[src/rtl/hps_pkg.sv]
package hps_pkg;

  typedef enum logic [1:0] {
    SEL_CTRL = 2'b00,
    SEL_ADDR = 2'b01,
    SEL_DINC = 2'b10,
    SEL_DFIX = 2'b11
  } hps_sel_e;

  typedef enum logic [1:0] {
    ST_IDLE,
    ST_FETCH,
    ST_WBUF,
    ST_RDY
  } hps_st_e;

  typedef struct packed {
    logic [1:0] ctl;
    logic       rnw;
    logic       hsel;
  } hps_selv_t;

endpackage

[src/rtl/hps_sync.sv]
module hps_sync #(
  parameter int W = 1,
  parameter logic [W-1:0] RST_VAL = '0
) (
  input  logic         clk,
  input  logic         rst,
  input  logic [W-1:0] d,
  output logic [W-1:0] q
);

  logic [W-1:0] meta;

  always_ff @(posedge clk) begin
    if (rst) begin
      meta <= RST_VAL;
      q    <= RST_VAL;
    end else begin
      meta <= d;
      q    <= meta;
    end
  end

endmodule

[src/rtl/hps_wbuf.sv]
module hps_wbuf #(
  parameter int AW    = 16,
  parameter int DW    = 32,
  parameter int DEPTH = 4
) (
  input  logic                     clk,
  input  logic                     rst,
  input  logic                     push,
  input  logic [AW-1:0]            push_addr,
  input  logic [DW-1:0]            push_data,
  output logic                     full,
  output logic                     empty,
  output logic [$clog2(DEPTH):0]   level,
  output logic                     out_valid,
  output logic [AW-1:0]            out_addr,
  output logic [DW-1:0]            out_data,
  input  logic                     out_ready
);

  localparam int PW = $clog2(DEPTH);
  localparam int EW = AW + DW;

  logic [EW-1:0] mem [DEPTH];
  logic [PW:0]   wp, rp;
  logic          pop;

  assign level     = wp - rp;
  assign empty     = (wp == rp);
  assign full      = (level == (PW+1)'(DEPTH));
  assign out_valid = !empty;
  assign pop       = out_valid && out_ready;
  assign {out_addr, out_data} = mem[rp[PW-1:0]];

  always_ff @(posedge clk) begin
    if (push && !full) mem[wp[PW-1:0]] <= {push_addr, push_data};
  end

  always_ff @(posedge clk) begin
    if (rst) begin
      wp <= '0;
      rp <= '0;
    end else begin
      if (push && !full) wp <= wp + 1'b1;
      if (pop)           rp <= rp + 1'b1;
    end
  end

endmodule

[src/rtl/hostport_slave.sv]
module hostport_slave
  import hps_pkg::*;
#(
  parameter int DW       = 32,
  parameter int AW       = 16,
  parameter int WB_DEPTH = 4
) (
  input  logic          clk,
  input  logic          rst,
  input  logic          mode16,
  input  logic          host_cs_n,
  input  logic          host_ds1_n,
  input  logic          host_ds2_n,
  input  logic          host_as_n,
  input  logic [1:0]    host_ctl,
  input  logic          host_rnw,
  input  logic          host_hsel,
  input  logic [DW-1:0] host_wdata,
  output logic [DW-1:0] host_rdata,
  output logic          host_rdy_n,
  output logic          mem_rd_req,
  output logic [AW-1:0] mem_rd_addr,
  input  logic          mem_rd_ack,
  input  logic [DW-1:0] mem_rd_data,
  output logic          mem_wr_valid,
  output logic [AW-1:0] mem_wr_addr,
  output logic [DW-1:0] mem_wr_data,
  input  logic          mem_wr_ready
);

  localparam int HW    = DW / 2;
  localparam int WB_PW = $clog2(WB_DEPTH);
  localparam int SYNW  = 8;

  // ---------------- input synchronizers ----------------
  logic      cs_s, ds1_s, ds2_s, as_s;
  hps_selv_t sel_s;
  logic [DW-1:0] data_s;

  hps_sync #(.W(SYNW), .RST_VAL(8'hF0)) u_sync_ctl (
    .clk (clk),
    .rst (rst),
    .d   ({host_cs_n, host_ds1_n, host_ds2_n, host_as_n, host_ctl, host_rnw, host_hsel}),
    .q   ({cs_s, ds1_s, ds2_s, as_s, sel_s})
  );

  hps_sync #(.W(DW)) u_sync_dat (
    .clk (clk),
    .rst (rst),
    .d   (host_wdata),
    .q   (data_s)
  );

  // ---------------- strobe decode and edges ----------------
  logic strb_n, strb_q, as_q;
  logic strb_fall, strb_rise, as_fall;

  assign strb_n = ~(ds1_s ^ ds2_s) | cs_s;

  always_ff @(posedge clk) begin
    if (rst) begin
      strb_q <= 1'b1;
      as_q   <= 1'b1;
    end else begin
      strb_q <= strb_n;
      as_q   <= as_s;
    end
  end

  assign strb_fall = strb_q & ~strb_n;
  assign strb_rise = ~strb_q & strb_n;
  assign as_fall   = as_q & ~as_s;

  // ---------------- state ----------------
  hps_st_e       st;
  hps_selv_t     cur, sel_as, sel_eff;
  logic          as_pend;
  logic          rd_req_q, rdy_n_q;
  logic [DW-1:0] rdata_q, dbuf, ctrl_q;
  logic [AW-1:0] addr_q;
  logic [HW-1:0] wlow;

  logic                 wb_full, wb_empty;
  logic [WB_PW:0]       wb_level;
  logic                 commit, wr_commit, push, step;
  logic [DW-1:0]        push_data, addr_word, reg_word;

  assign sel_eff   = as_pend ? sel_as : sel_s;
  assign addr_word = DW'(addr_q);
  assign reg_word  = (sel_eff.ctl == SEL_ADDR) ? addr_word : ctrl_q;

  assign commit    = strb_rise && (st == ST_RDY);
  assign wr_commit = commit && !cur.rnw;
  assign push      = wr_commit && cur.ctl[1] && (!mode16 || cur.hsel);
  assign step      = commit && (cur.ctl == SEL_DINC) && (!mode16 || cur.hsel);
  assign push_data = mode16 ? {data_s[HW-1:0], wlow} : data_s;

  function automatic logic [DW-1:0] pick(input logic [DW-1:0] w, input logic m16, input logic hi);
    if (!m16) return w;
    return hi ? DW'(w[DW-1:HW]) : DW'(w[HW-1:0]);
  endfunction

  function automatic logic [DW-1:0] merge(input logic [DW-1:0] old, input logic [DW-1:0] d,
                                          input logic m16, input logic hi);
    if (!m16) return d;
    return hi ? {d[HW-1:0], old[HW-1:0]} : {old[DW-1:HW], d[HW-1:0]};
  endfunction

  always_ff @(posedge clk) begin
    if (rst) begin
      st       <= ST_IDLE;
      cur      <= '0;
      sel_as   <= '0;
      as_pend  <= 1'b0;
      rd_req_q <= 1'b0;
      rdy_n_q  <= 1'b1;
      rdata_q  <= '0;
      dbuf     <= '0;
      ctrl_q   <= '0;
      addr_q   <= '0;
      wlow     <= '0;
    end else begin
      if (as_fall) begin
        sel_as  <= sel_s;
        as_pend <= 1'b1;
      end
      case (st)
        ST_IDLE: begin
          if (strb_fall) begin
            cur     <= sel_eff;
            as_pend <= 1'b0;
            if (!sel_eff.ctl[1]) begin
              rdata_q <= pick(reg_word, mode16, sel_eff.hsel);
              rdy_n_q <= 1'b0;
              st      <= ST_RDY;
            end else if (sel_eff.rnw) begin
              if (mode16 && sel_eff.hsel) begin
                rdata_q <= pick(dbuf, 1'b1, 1'b1);
                rdy_n_q <= 1'b0;
                st      <= ST_RDY;
              end else begin
                st <= ST_FETCH;
              end
            end else if (wb_full) begin
              st <= ST_WBUF;
            end else begin
              rdy_n_q <= 1'b0;
              st      <= ST_RDY;
            end
          end
        end
        ST_FETCH: begin
          if (strb_rise) begin
            rd_req_q <= 1'b0;
            st       <= ST_IDLE;
          end else if (rd_req_q && mem_rd_ack) begin
            rd_req_q <= 1'b0;
            dbuf     <= mem_rd_data;
            rdata_q  <= pick(mem_rd_data, mode16, 1'b0);
            rdy_n_q  <= 1'b0;
            st       <= ST_RDY;
          end else if (!rd_req_q && wb_empty) begin
            rd_req_q <= 1'b1;
          end
        end
        ST_WBUF: begin
          if (strb_rise) begin
            st <= ST_IDLE;
          end else if (!wb_full) begin
            rdy_n_q <= 1'b0;
            st      <= ST_RDY;
          end
        end
        ST_RDY: begin
          if (strb_rise) begin
            rdy_n_q <= 1'b1;
            st      <= ST_IDLE;
          end
        end
        default: st <= ST_IDLE;
      endcase

      if (wr_commit && cur.ctl == SEL_CTRL)
        ctrl_q <= merge(ctrl_q, data_s, mode16, cur.hsel);
      if (wr_commit && cur.ctl == SEL_ADDR)
        addr_q <= AW'(merge(addr_word, data_s, mode16, cur.hsel));
      else if (step)
        addr_q <= addr_q + 1'b1;
      if (wr_commit && cur.ctl[1] && mode16 && !cur.hsel)
        wlow <= data_s[HW-1:0];
    end
  end

  // ---------------- write buffer ----------------
  hps_wbuf #(.AW(AW), .DW(DW), .DEPTH(WB_DEPTH)) u_wbuf (
    .clk       (clk),
    .rst       (rst),
    .push      (push),
    .push_addr (addr_q),
    .push_data (push_data),
    .full      (wb_full),
    .empty     (wb_empty),
    .level     (wb_level),
    .out_valid (mem_wr_valid),
    .out_addr  (mem_wr_addr),
    .out_data  (mem_wr_data),
    .out_ready (mem_wr_ready)
  );

  assign host_rdata  = rdata_q;
  assign host_rdy_n  = rdy_n_q;
  assign mem_rd_req  = rd_req_q;
  assign mem_rd_addr = addr_q;

endmodule

[config.mk]
export PLATFORM = sky130hd
export DESIGN_NAME = hostport_slave
export DESIGN_NICKNAME = d
export VERILOG_FILES = /design/src/rtl/hps_pkg.sv /design/src/rtl/hps_sync.sv /design/src/rtl/hps_wbuf.sv /design/src/rtl/hostport_slave.sv
export SDC_FILE = /design/constraint.sdc
export NUM_CORES = 1
export LEC_CHECK = 0
export BUFFER_PORTS_ARGS = -buffer_cell sky130_fd_sc_hd__buf_2
export CAP_MARGIN = 25
export CORE_AREA = 2 2 184 186
export CTS_CLUSTER_SIZE = 8
export DETAILED_ROUTE_END_ITERATION = 12
export DIE_AREA = 0 0 186 188
export GPL_ROUTABILITY_DRIVEN = 0
export PLACE_DENSITY = 0.69
export REMOVE_ABC_BUFFERS = 1
export SYNTH_ARGS = -nofsm -noshare
export SYNTH_HDL_FRONTEND = slang
export SYNTH_HIERARCHICAL = 1
export SYNTH_SLANG_ARGS = --single-unit
export TNS_END_PERCENT = 30
[constraint.sdc]
create_clock -name clk -period 3.6 [get_ports clk]
set_input_delay 0.36 -clock clk [delete_from_list [all_inputs] [get_ports clk]]
set_output_delay 0.36 -clock clk [all_outputs]
set_load 0.03 [all_outputs]
# Word-level counts from Yosys, hierarchy flattened
# Memories as Yosys holds them, arrays and structs flattened. A register that Yosys moved wholly into a read port is not among the register bits.
# Cells that the tools add are included.
dict set report totals {
  inputBits 77
  mem_bits_rw 192
  n_memories 1
  reg_bits 229
  wordCells 162
  out_inout_bits 99
}
dict set report op_classes {
  n_addsub 4
  bitwise_logic 10
  n_reduce_logical 37
  n_eq_ne 20
  muxes 66
}
# memory depth word_bits rd rd_clocked_by_memory_dff wr line
set mem_list {}
lappend mem_list {u_wbuf.mem 4 48 1 1 1 hps_wbuf.sv:23} ;# logic [EW-1:0] mem [DEPTH];
# cell count
set op_table {}
lappend op_table {{$mux W32} 15}
lappend op_table {{$mux W16} 5}
lappend op_table {{$pmux W32 S2} 1}
lappend op_table {{$mux W1} 31}
lappend op_table {{$mux W2} 11}
lappend op_table {{$add A16 B1 Y16 const B} 1}
lappend op_table {{$logic_and A1 B1 Y1} 15}
lappend op_table {{$ne A3 B3 Y1 const B} 4}
lappend op_table {{$reduce_and A6 Y1} 2}
lappend op_table {{$ne A2 B2 Y1 const B} 5}
lappend op_table {{$reduce_and A2 Y1} 5}
lappend op_table {{$pmux W2 S4} 1}
lappend op_table {{$add A3 B1 Y3 const B} 2}
lappend op_table {{$eq A2 B1 Y1 const B} 3}
lappend op_table {{$eq A2 B2 Y1 const B} 3}
lappend op_table {{$logic_not A1 Y1} 6}
lappend op_table {{$reduce_bool A2 Y1} 3}
lappend op_table {{$not A1 Y1} 5}
lappend op_table {{$logic_not A2 Y1} 2}
lappend op_table {{$mux W4} 1}
lappend op_table {{$ne A4 B4 Y1 const B} 1}
lappend op_table {{$pmux W1 S4} 1}
lappend op_table {{$reduce_and A4 Y1} 1}
lappend op_table {{$and A1 B1 Y1} 3}
lappend op_table {{10 further kinds} 10}

# Logic depth before layout (Yosys ltp)
dict set report logic_depth {
  depth_word 12
  mapped_depth 10
  depth_no_buf 9
}

# Cells and area by module
# The synthesis kept the hierarchy.
# module seq_area_each_um2 cells_each instances area_each_um2
set by_module_without_submodules {}
lappend by_module_without_submodules {hps_wbuf 5925.7 300 1 7378.3}
lappend by_module_without_submodules {hostport_slave 2542.4 741 1 6502.5}
lappend by_module_without_submodules {{hps_sync (u_sync_dat)} 1281.2 135 1 1918.1}
lappend by_module_without_submodules {{hps_sync (u_sync_ctl)} 320.3 33 1 439.2}

# Least setup slack after synthesis
# Ideal clock, no wire load.
dict set report synth_timing {
  path_kind {flip-flop to flip-flop}
  startpoint {reg u_wbuf.wp[0]}
  endpoint {mem u_wbuf/mem[0][0] in the netlist's numbering (enable)}
  synth_period_minus_slack_ns 3.072
  slack_ns 0.528
  required_time_ns 3.189
  setup_ns 0.411
  path_stages_with_launch 8
  n_path_buf 0
  arrival_time_ns 2.662
  path_cell_list {dfxtp_1 inv_1 ha_1 fa_1 xnor3_2 nor2_1 nor2b_1 and2_1}
}
dict set report synth_via {
  elab_chain_cells 6
}
# element line
set synth_lines {}
lappend synth_lines {{start, declared} hps_wbuf.sv:24} ;# logic [PW:0] wp, rp;
lappend synth_lines {{start signal, assigned} hps_wbuf.sv:43} ;# if (push && !full) wp <= wp + 1'b1;
lappend synth_lines {{$sub A3 B3 Y3} hps_wbuf.sv:27} ;# assign level = wp - rp;
lappend synth_lines {{$eq A3 B3 Y1} hps_wbuf.sv:29} ;# assign full = (level == (PW+1)'(DEPTH));
lappend synth_lines {{net wb_full} hostport_slave.sv:83} ;# logic wb_full, wb_empty;
lappend synth_lines {{$logic_not A1 Y1} hps_wbuf.sv:35} ;# if (push && !full) mem[wp[PW-1:0]] <= {push_addr, push_data};
lappend synth_lines {{$logic_and A1 B1 Y1} hps_wbuf.sv:35}
lappend synth_lines {{$mux W1} hps_wbuf.sv:35}
lappend synth_lines {{$mux W1 (not written as such)} hps_wbuf.sv:35}
lappend synth_lines {{end, declared} hps_wbuf.sv:23}
# The timed path passes the listed nets, and every way through them passes these cells.

==> impl_results.md <==
* Core Box Area at 33110 um^2
* Syn_area_per_cell at about 13 um^2
* First-pass GRT wire length at around 61000 um
* DR vias/cell at ~5.5
* Peak supply drop at about 0.37 mV
* Yosys warning total at 6
* IO Pins at approximately 180
* R2R depth at 6
* 1st-iter DRT viols at 701
* PD cells at 547.0 nW/um^2
* # clock sinks at between 400 and 500
* Initial antenna violation count at 1
* Initial Util at roughly 49%
* Layout Utilization at between 50% and 60%
* Die Y at roughly 190 um
* Post-Syn Area at between 15000 and 20000 um^2
* Post-CTS Setup Repair Bufs at 0
* RSZ-0062 raised after global routing: no
* Die Area at about 35000 um^2
* Final WL at approximately 40000 um
* Design area at just under 20000 um^2
* CP required at 3240 ps
* Seq. cell area at 10070 um^2
* Diodes inserted at 0
* Final Hold Fails at 0
* Status: complete, no violations
* Worst-Skew Late Latency at about 560 ps
* FF-to-FF Start: as_pend
* Worst Hold Launch: host_ctl[0]
* Max Clock Freq at around 350 MHz
* Post-DRT Antenna Nets at 0
* Max Root-Sink Buffers at 3
* Fill cells at 2612
* TNS Setup at 0 ps
* Area growth syn-to-layout at 19.13%
* H-tree depth at 2
* Final min period at around 2800 ps
* WHS Endpoint: u_sync_ctl/meta[2]
* Share of cells above drive strength 1 at between 20 and 30%
* FP Rows at 67
* DP Wirelength at about 26000 um
* CP Cell Sequence: buf_4 > mux4_2 > buf_2
* Count of cells along the worst hold path at 2
* Least-Margin Pin Slew at between 1000 and 1500 ps
* LEAKAGE at about 7.5 nW
* GRT Residual Overflow at 0
* Tcrit/Tclk final at approximately 79%
* CP Class: reg -> out
* Max FO, Critical Path at 37
* CP endpoint kind: output port
* Clk slew on worst S/H paths at approximately 50 ps
* Max Cap Viol at 0
* Post-Place Worst Slack at 856.0 ps
* PnR worst setup slack at roughly 770 ps
* Worst Path Arrival at ~2500 ps
* Largest net degree at the start of global routing at 74
* Port Buffers at between 150 and 200
* DRC at 0
* DR WL/cell at ~21 um
* CTS Buf Count at 56
* Number of global-route vias before repair at roughly 10000
* Die W at between 150 and 200 um
* Commonest cells after routing, fill and taps aside: dfxtp_1, edfxtp_1, buf_2, nor2_1, mux2i_1
* Hold_ws at 14.34 ps
* Multi-input gate area in the final layout at approximately 5700 um^2
* Most common cell after layout, fill and taps aside: dfxtp_1
* CP Launch Type: register
* CTS tree: done
* Worst min path class: in -> reg
* Total number of vias at ~10000
* Slowest stage cell, crit path: dfxtp_2
* Placed Instance Area at between 15000 and 20000 um^2
* Largest stage delay, worst path at about 970 ps
* Critical R2R Capture: host_rdata[0]
* Worst Skew at roughly 16 ps
* Setup violators final at 0
* R2R Setup Slk at just under 800 ps
* Slew HR at around 31%
* Synthesized instance count at ~1200
* Max Slew Vio Count at 0
* Root Buffer: clkbuf_16
* Total GRT Usage at 22.72%
* Layout net count at 1500
* Initial DRT Pass Iterations at 6
-- layout make-up --
type	count	area share, %
clock buffers	86	7.832
clock inverters	2	0.2589
inverters	14	0.2718
multi-input cells	712	29.62
flip-flops and latches	407	52.12
well taps	448	2.900
repair buffers	218	6.997
-- layer usage --
| layer | vias up | track usage [%] | part of all wire (%) |
|---|---|---|---|
| met5 | - | 0 | 0 |
| met4 | 0 | 5.391 | 1.7 |
| met3 | 43 | 4.331 | 6.8 |
| met2 | 388 | 34.92 | 46 |
| met1 | 5179 | 33.39 | 45 |
| li1 | 4852 | - | - |
-- power by group --
group	internal [mW]	total [mW]	leakage, nW	switching (mW)
clock	2.85	4.68	0.747	1.83
sequential	4.91	4.98	3.53	0.0656
combinational	0.341	0.915	3.25	0.574
total	8.10	10.6	7.53	2.47
-- flip-flops by register name, indices dropped and copies added (netlist names), 2 cells and up, named ones only --
name             flops
st                   2
u_sync_ctl/q         8
dbuf                16
wlow                16
sel_as               4
u_sync_dat/q        32
u_sync_ctl/meta      8
host_rdata          32
u_wbuf/rp            3
u_wbuf/mem         192
u_wbuf/wp            3
cur                  4
ctrl_q              32
mem_rd_addr         16
u_sync_dat/meta     32
-- critical path, delay by kind of cell, from the launching register on --
kind | cells | cell delay (ps)
muxes | 1 | 350
buffers and inverters | 2 | 560
DFF | 1 | 970
-- stage by stage --
| step | instances | power (mW) |
|---|---|---|
| CTS | 1885 | 10.65 |
| global route | 1887 | 10.96 |
| detailed placement | 1778 | 5.946 |
| finish | 1887 | 10.57 |
| global placement | 1776 | 5.935 |
| floorplan | 1133 | 5.620 |
-- how the worst max path moves through the flow --
| stage | start | end | slack (ps) | depth (start not counted) |
|---|---|---|---|---|
| floorplan | st[0] | ctrl_q[31] | -220 | 5 |
| global placement | st[1] | host_rdata[20] | 940 | 9 |
| detailed placement | st[1] | host_rdata[21] | 860 | 9 |
| CTS | register | mem_wr_data[30] | 660 | 2 |
| global route | register | mem_wr_addr[7] | 650 | 3 |
| finish | register | mem_wr_addr[7] | 770 | 3 |
-- timing repair --
item,4_1_cts,5_1_grt
hold buffers,19,1
endpoints found under the hold margin,19,1
gates resized for setup,0,0
Note: power is estimated with default switching activity, not from simulation.
